===== config.mk =====
export PLATFORM = sky130hd
export DESIGN_NAME = qbio_port
export DESIGN_NICKNAME = d
export VERILOG_FILES = /design/src/rtl/qbio_pkg.sv /design/src/rtl/qbio_sync.sv /design/src/rtl/qbio_bit_cell.sv /design/src/rtl/qbio_port.sv
export SDC_FILE = /design/constraint.sdc
export NUM_CORES = 1
export LEC_CHECK = 0
export BUFFER_PORTS_ARGS = -buffer_cell sky130_fd_sc_hd__buf_2
export CAP_MARGIN = 5
export CORE_ASPECT_RATIO = 1.25
export CORE_MARGIN = 5
export CORE_UTILIZATION = 35
export DETAILED_ROUTE_END_ITERATION = 10
export SETUP_SLACK_MARGIN = 0.5
export SLEW_MARGIN = 0
export SYNTH_ARGS = -nofsm -noshare
export SYNTH_HDL_FRONTEND = slang
export SYNTH_SLANG_ARGS = --single-unit

===== constraint.sdc =====
create_clock -name clk -period 1.2 [get_ports clk]
set_clock_uncertainty 0.15 [all_clocks]
set_input_delay 0 -clock clk [delete_from_list [all_inputs] [get_ports clk]]
set_output_delay 0 -clock clk [all_outputs]
set_load 0.02 [all_outputs]

===== src/rtl/qbio_pkg.sv =====
package qbio_pkg;
    typedef enum logic [1:0] {
        BIT_RELEASED = 2'd0,
        BIT_SINK     = 2'd1,
        BIT_BOOST    = 2'd2
    } bit_state_e;
endpackage


===== src/rtl/qbio_sync.sv =====
module qbio_sync #(
    parameter int WIDTH  = 8,
    parameter int STAGES = 2
) (
    input  logic             clk,
    input  logic             rst_n,
    input  logic [WIDTH-1:0] async_in,
    output logic [WIDTH-1:0] sync_out
);
    logic [WIDTH-1:0] stage_q [STAGES];

    for (genvar g = 0; g < STAGES; g++) begin : g_stage
        if (g == 0) begin : g_first
            always_ff @(posedge clk or negedge rst_n) begin
                if (!rst_n) stage_q[g] <= '1;
                else        stage_q[g] <= async_in;
            end
        end else begin : g_next
            always_ff @(posedge clk or negedge rst_n) begin
                if (!rst_n) stage_q[g] <= '1;
                else        stage_q[g] <= stage_q[g-1];
            end
        end
    end

    assign sync_out = stage_q[STAGES-1];
endmodule


===== src/rtl/qbio_bit_cell.sv =====
module qbio_bit_cell
    import qbio_pkg::*;
#(
    parameter int PULSE_CYCLES = 2,
    localparam int CNT_W = (PULSE_CYCLES > 1) ? $clog2(PULSE_CYCLES) : 1
) (
    input  logic clk,
    input  logic rst_n,
    input  logic wr_en,
    input  logic wr_bit,
    output logic drv_en,
    output logic drv_val
);
    bit_state_e       state_q, state_d;
    logic [CNT_W-1:0] cnt_q, cnt_d;

    always_ff @(posedge clk or negedge rst_n) begin
        if (!rst_n) begin
            state_q <= BIT_RELEASED;
            cnt_q   <= '0;
        end else begin
            state_q <= state_d;
            cnt_q   <= cnt_d;
        end
    end

    always_comb begin
        state_d = state_q;
        cnt_d   = cnt_q;
        unique case (state_q)
            BIT_RELEASED: begin
                if (wr_en && !wr_bit) state_d = BIT_SINK;
            end
            BIT_SINK: begin
                if (wr_en && wr_bit) begin
                    state_d = BIT_BOOST;
                    cnt_d   = CNT_W'(PULSE_CYCLES - 1);
                end
            end
            BIT_BOOST: begin
                if (wr_en && !wr_bit) begin
                    state_d = BIT_SINK;
                    cnt_d   = '0;
                end else if (cnt_q == '0) begin
                    state_d = BIT_RELEASED;
                end else begin
                    cnt_d = cnt_q - 1'b1;
                end
            end
            default: begin
                state_d = BIT_RELEASED;
                cnt_d   = '0;
            end
        endcase
    end

    always_comb begin
        drv_en  = (state_q != BIT_RELEASED);
        drv_val = (state_q == BIT_BOOST);
    end

    p_sink_after_zero_r2: assert property (@(posedge clk) disable iff (!rst_n)
        (wr_en && !wr_bit) |=> (drv_en && !drv_val));

    p_boost_start_r3: assert property (@(posedge clk) disable iff (!rst_n)
        (wr_en && wr_bit && state_q == BIT_SINK) |=> (drv_en && drv_val));

    p_no_boost_from_released_r4: assert property (@(posedge clk) disable iff (!rst_n)
        (wr_en && wr_bit && state_q == BIT_RELEASED) |=> !drv_en);

    p_boost_no_restart_r8: assert property (@(posedge clk) disable iff (!rst_n)
        (state_q == BIT_BOOST && cnt_q == '0 && !(wr_en && !wr_bit)) |=> !drv_en);

    p_boost_count_bounded_r3: assert property (@(posedge clk) disable iff (!rst_n)
        (state_q == BIT_BOOST) |-> (int'(cnt_q) <= PULSE_CYCLES - 1));
endmodule


===== src/rtl/qbio_port.sv =====
module qbio_port #(
    parameter int WIDTH        = 8,
    parameter int PULSE_CYCLES = 2,
    parameter int SYNC_STAGES  = 2
) (
    input  logic             clk,
    input  logic             rst_n,
    input  logic             cs,
    input  logic             rd,
    input  logic             wr,
    input  logic [WIDTH-1:0] wdata,
    output logic [WIDTH-1:0] rdata,
    output logic [WIDTH-1:0] pad_oe,
    output logic [WIDTH-1:0] pad_out,
    input  logic [WIDTH-1:0] pad_in
);
    logic             wr_en;
    logic             rd_en;
    logic [WIDTH-1:0] pin_sync;
    logic [WIDTH-1:0] rdata_q;

    assign wr_en = cs && wr;
    assign rd_en = cs && rd;

    for (genvar i = 0; i < WIDTH; i++) begin : g_bit
        qbio_bit_cell #(.PULSE_CYCLES(PULSE_CYCLES)) u_cell (
            .clk     (clk),
            .rst_n   (rst_n),
            .wr_en   (wr_en),
            .wr_bit  (wdata[i]),
            .drv_en  (pad_oe[i]),
            .drv_val (pad_out[i])
        );
    end

    qbio_sync #(.WIDTH(WIDTH), .STAGES(SYNC_STAGES)) u_sync (
        .clk      (clk),
        .rst_n    (rst_n),
        .async_in (pad_in),
        .sync_out (pin_sync)
    );

    always_ff @(posedge clk or negedge rst_n) begin
        if (!rst_n)     rdata_q <= '0;
        else if (rd_en) rdata_q <= pin_sync;
    end

    assign rdata = rdata_q;

    p_read_capture_r6: assert property (@(posedge clk) disable iff (!rst_n)
        rd_en |=> (rdata == $past(pin_sync)));

    p_read_hold_r7: assert property (@(posedge clk) disable iff (!rst_n)
        !rd_en |=> $stable(rdata));

    p_drive_high_enabled_r3: assert property (@(posedge clk) disable iff (!rst_n)
        ((pad_out & ~pad_oe) == '0));
endmodule


==> results.md <==
- The count of final max-slew check failures is 0.
- In the global route stage, met1 resource usage came out at 12.8%.
- The count of pins on the block boundary is 45.
- Hold timing on the final database bottoms out at a slack of -0.142 ns.
- After detailed routing, the number of remaining DRC violations is 0.
- Entering global routing, the biggest net connects 49 pins.
- At the later pin of the worst-skew pair, clock insertion delay measures 0.30 ns.
- The number of hold buffers added after cts is 9.
- The synthesis-to-finish area growth is 47.8%.
- The number of vias in the routed layout is 1,461.
- The number of filler cells placed in the layout is 482.
- The worst pin sits at a relative slew slack of 80.9%.
- The die is 78.1 µm wide.
- The clock transition at the registers of the reported paths is 0.09 ns.
- For this run, the total global-route usage over all layers was measured as 10.7%.
- Measured on the finished design, the core utilization comes to 52.5%.
- TritonCTS built the clock tree.
- The maximum level of the CTS H-tree is 2.
- Counting flops with a built-in enable in the synthesized netlist gives 0.
- Yosys printed 0 warnings.
- Sequential elements use 60.2% of the synthesized area.
- The transition time at the pin with the least slew margin is 0.285 ns.
- The die covers 7420 µm².
- The routed design has 4110 µm of wire.
- The core region is 5700 µm².
- After global routing the overflow that remains totals 0.
- The count of buffers added on input and output ports is 44.
- The run finished, with violations left.
- The via count of the first global-routing pass is 1,359.
- The antenna cell count is 0.
- The worst hold path belongs to the class in -> reg.
- Counting distinct cell types in the post-synthesis netlist gives 20.
- Registers take 1230 µm².
- IR analysis of the VDD net gives a maximum drop of 674 µV.
- The synthesized netlist cell count is 167.
- The number of non-filler instances in the completed layout is 302.
- Counting the buffers created by CTS gives 5.
- For this run, the slowest stage of the critical path takes 0.45 ns.
- In this run the most used layer during global routing was met2.
- The signal on the critical path passes through or2_4 > buf_6.
- The cell row count is 31.
- The initial antenna violation count was 1.
- The placed wire-length estimate after detailed placement is 2390 µm.
- Using the TritonRoute via totals, the vias-per-cell ratio works out to 4.84.
- The die is 95.1 µm tall.
- The checks that failed: negative hold slack, negative setup slack.
- At the end of routability-driven placement, the weighted congestion stood at 0.669.
- The post-route netlist has 57.2% of its cells at a drive strength greater than 1.
- The most common library cell in the layout ignoring fill and taps is buf_6.
- The worst path required time is 1.05 ns.
- For this run, the leading register cell type out of synthesis is dfrtp_1.
- The total buffers and inverters traversed by the critical path is 1.
- The cell family contributing the most delay on the critical path is flip-flops.
- After layout, the worst setup slack is -0.0636 ns.
- Timing would allow up to 0.791 GHz.
- Yosys attributes the largest share of cell area to dfrtp_1 40%, dfstp_2 21%, buf_4 6.7%.
- The pre-antenna-repair detailed-routing pass consisted of 4 iterations.
- The starting density of the core is 35.5%.
- The library cells used most frequently in the layout, excluding fill and tap cells, are 37 x buf_6, 23 x dfrtp_1, 20 x buf_2.
- The worst path in the final design needs a cycle of 1.26 ns, including I/O delays and setup.
- In this run the static leakage power is 1.39 nW.
- The tree is rooted in a clkbuf_8.
- The cell type of the slowest stage on the worst timing path is dfrtp_2.
- Setup repair after global routing could not meet its margin everywhere.
- In this run the cell area of the synthesized design comes to 2030 µm².
- The detailed router finished its first iteration with 32 violations.
- Max-cap violations in this run came to 0.
- The area taken by multi-input logic gates is 723 µm².
- The fraction of the cycle the final worst path needs is 105%.
- Including well taps, the total number of placed cells is 258.
- The clock drives 48 sinks.
- The power density over cell area is 1570 nW/µm².
- The synthesized net count is 188.
- The area share of the largest cell type after synthesis is 39.5%.
- Setup violations remaining at the end of the flow were counted as 10.
- The post-layout net count is 256.
- The global-route wire length before repair is 6380 µm.
- The routed length per placed instance is 13.6 µm.
- The maximum root-to-sink buffer count is 2.
- STA classifies the critical path endpoint as an output pin.
- The met2 track utilization from global routing is 17.5%.
- Averaged over all synthesized cells, the footprint is 12.1 µm².
- The maximum fanout encountered on the critical timing path is 6.
- The critical path in this run is classified as reg -> out.
- The number of endpoints with negative hold slack in the final report is 24.
- For met3 alone, demand over resource in global routing was 3.31%.
- Of all flip-flops after synthesis, the portion carrying an async set or reset was 100%.
- The number of nets with antenna violations after routing is 0.
- STA classifies the critical path startpoint as a flip-flop.
- dfrtp_1 takes more of the synthesized area than any other cell.
- Synthesis inferred 48 register bits.
- Data arrives at the worst endpoint at 1.11 ns.
-- what timing repair did --
action,in CTS,in global routing
resized for setup,54,18
pin swaps,8,18
buffers inserted,15,11
endpoints found under the hold margin,80,24
endpoints found under the setup margin,64,65
cloned,0,1
-- worst min-delay path, cell delays in order --
cell,delay [ns]
buf_2,0.11
nand4_1,0.10
a21oi_1,0.06
-- synth_stat cells, types with 2 or more instances --
library cell	number
or2_2	8
buf_2	3
nor2b_1	8
mux2_2	8
dfrtp_1	32
nor2_1	5
buf_4	18
inv_1	8
nand3b_1	8
a211oi_1	2
nand4_1	8
o22ai_1	8
a21oi_1	16
and3b_1	8
and3_1	3
a32o_1	5
dfstp_2	16
-- sequential cells by signal (all words and copies together) (netlist names) --
name and flops:
g_bit.u_cell.cnt_q 8, g_bit.u_cell.state_q 16, rdata 8, u_sync.stage_q 8
u_sync.sync_out 8
-- final timing paths --
kind / start / to / slack, ns / cells after the start
worst max register to register: g_bit[7].u_cell.state_q[0] / g_bit[7].u_cell.state_q[0] / 0.02 / 4
max in group asynchronous: rst_n / u_sync.stage_q[11] / 0.59 / 3
worst max-delay path: g_bit[6].u_cell.state_q[0] / pad_oe[6] / -0.06 / 2
worst min-delay path: wdata[5] / g_bit[5].u_cell.cnt_q / -0.14 / 3
min in group asynchronous: rst_n / rdata[4] / 0.08 / 3
worst min register to register: u_sync.stage_q[11] / u_sync.sync_out[3] / 0.20 / 0
-- cells by family after synthesis --
logic type             synth area share [%]
AND/OR/NAND/NOR                        16.0
buffers and inverters                  9.07
flip-flops                             60.2
AO/OA/AOI/OAI                          10.2
multiplexers                           4.44
-- final cells by class --
| class | count | area share, % |
|---|---|---|
| Clock inverter | 3 | 2.30 |
| Inverter | 8 | 1.00 |
| Timing Repair Buffer | 83 | 26.4 |
| Tap cell | 66 | 2.76 |
| Multi-Input combinational cell | 89 | 24.1 |
| Sequential cell | 48 | 41.1 |
| Clock buffer | 5 | 2.30 |
-- per-layer routing --
metal  routed length [µm]  share of wire (%)  up-vias
li1                     -                  -      711
met1                 1650                 40      711
met2                 2150                 52       30
met3                  224                5.4        7
met4                   82                2.0        2
met5                    7               0.17        -
-- power breakdown --
group          switching (mW)  internal (mW)  leakage, nW
sequential              0.169           1.89        0.548
combinational           0.516          0.736        0.774
clock                   0.546          0.838       0.0687
total                    1.23           3.46         1.39
-- stage by stage --
stage               total power [mW]  instance area [µm²]  TNS, ns  setup WS, ns
CTS                             4.60                 2820   -0.485       -0.0875
detailed placement              2.88                 2300        0         0.219
global route                    4.93                 3000    -1.02        -0.107
floorplan                       2.74                 2120        0         0.238
global placement                2.86                 2300        0         0.223
finish                          4.69                 3000   -0.385       -0.0636
Note: power is estimated with default switching activity, not from simulation.
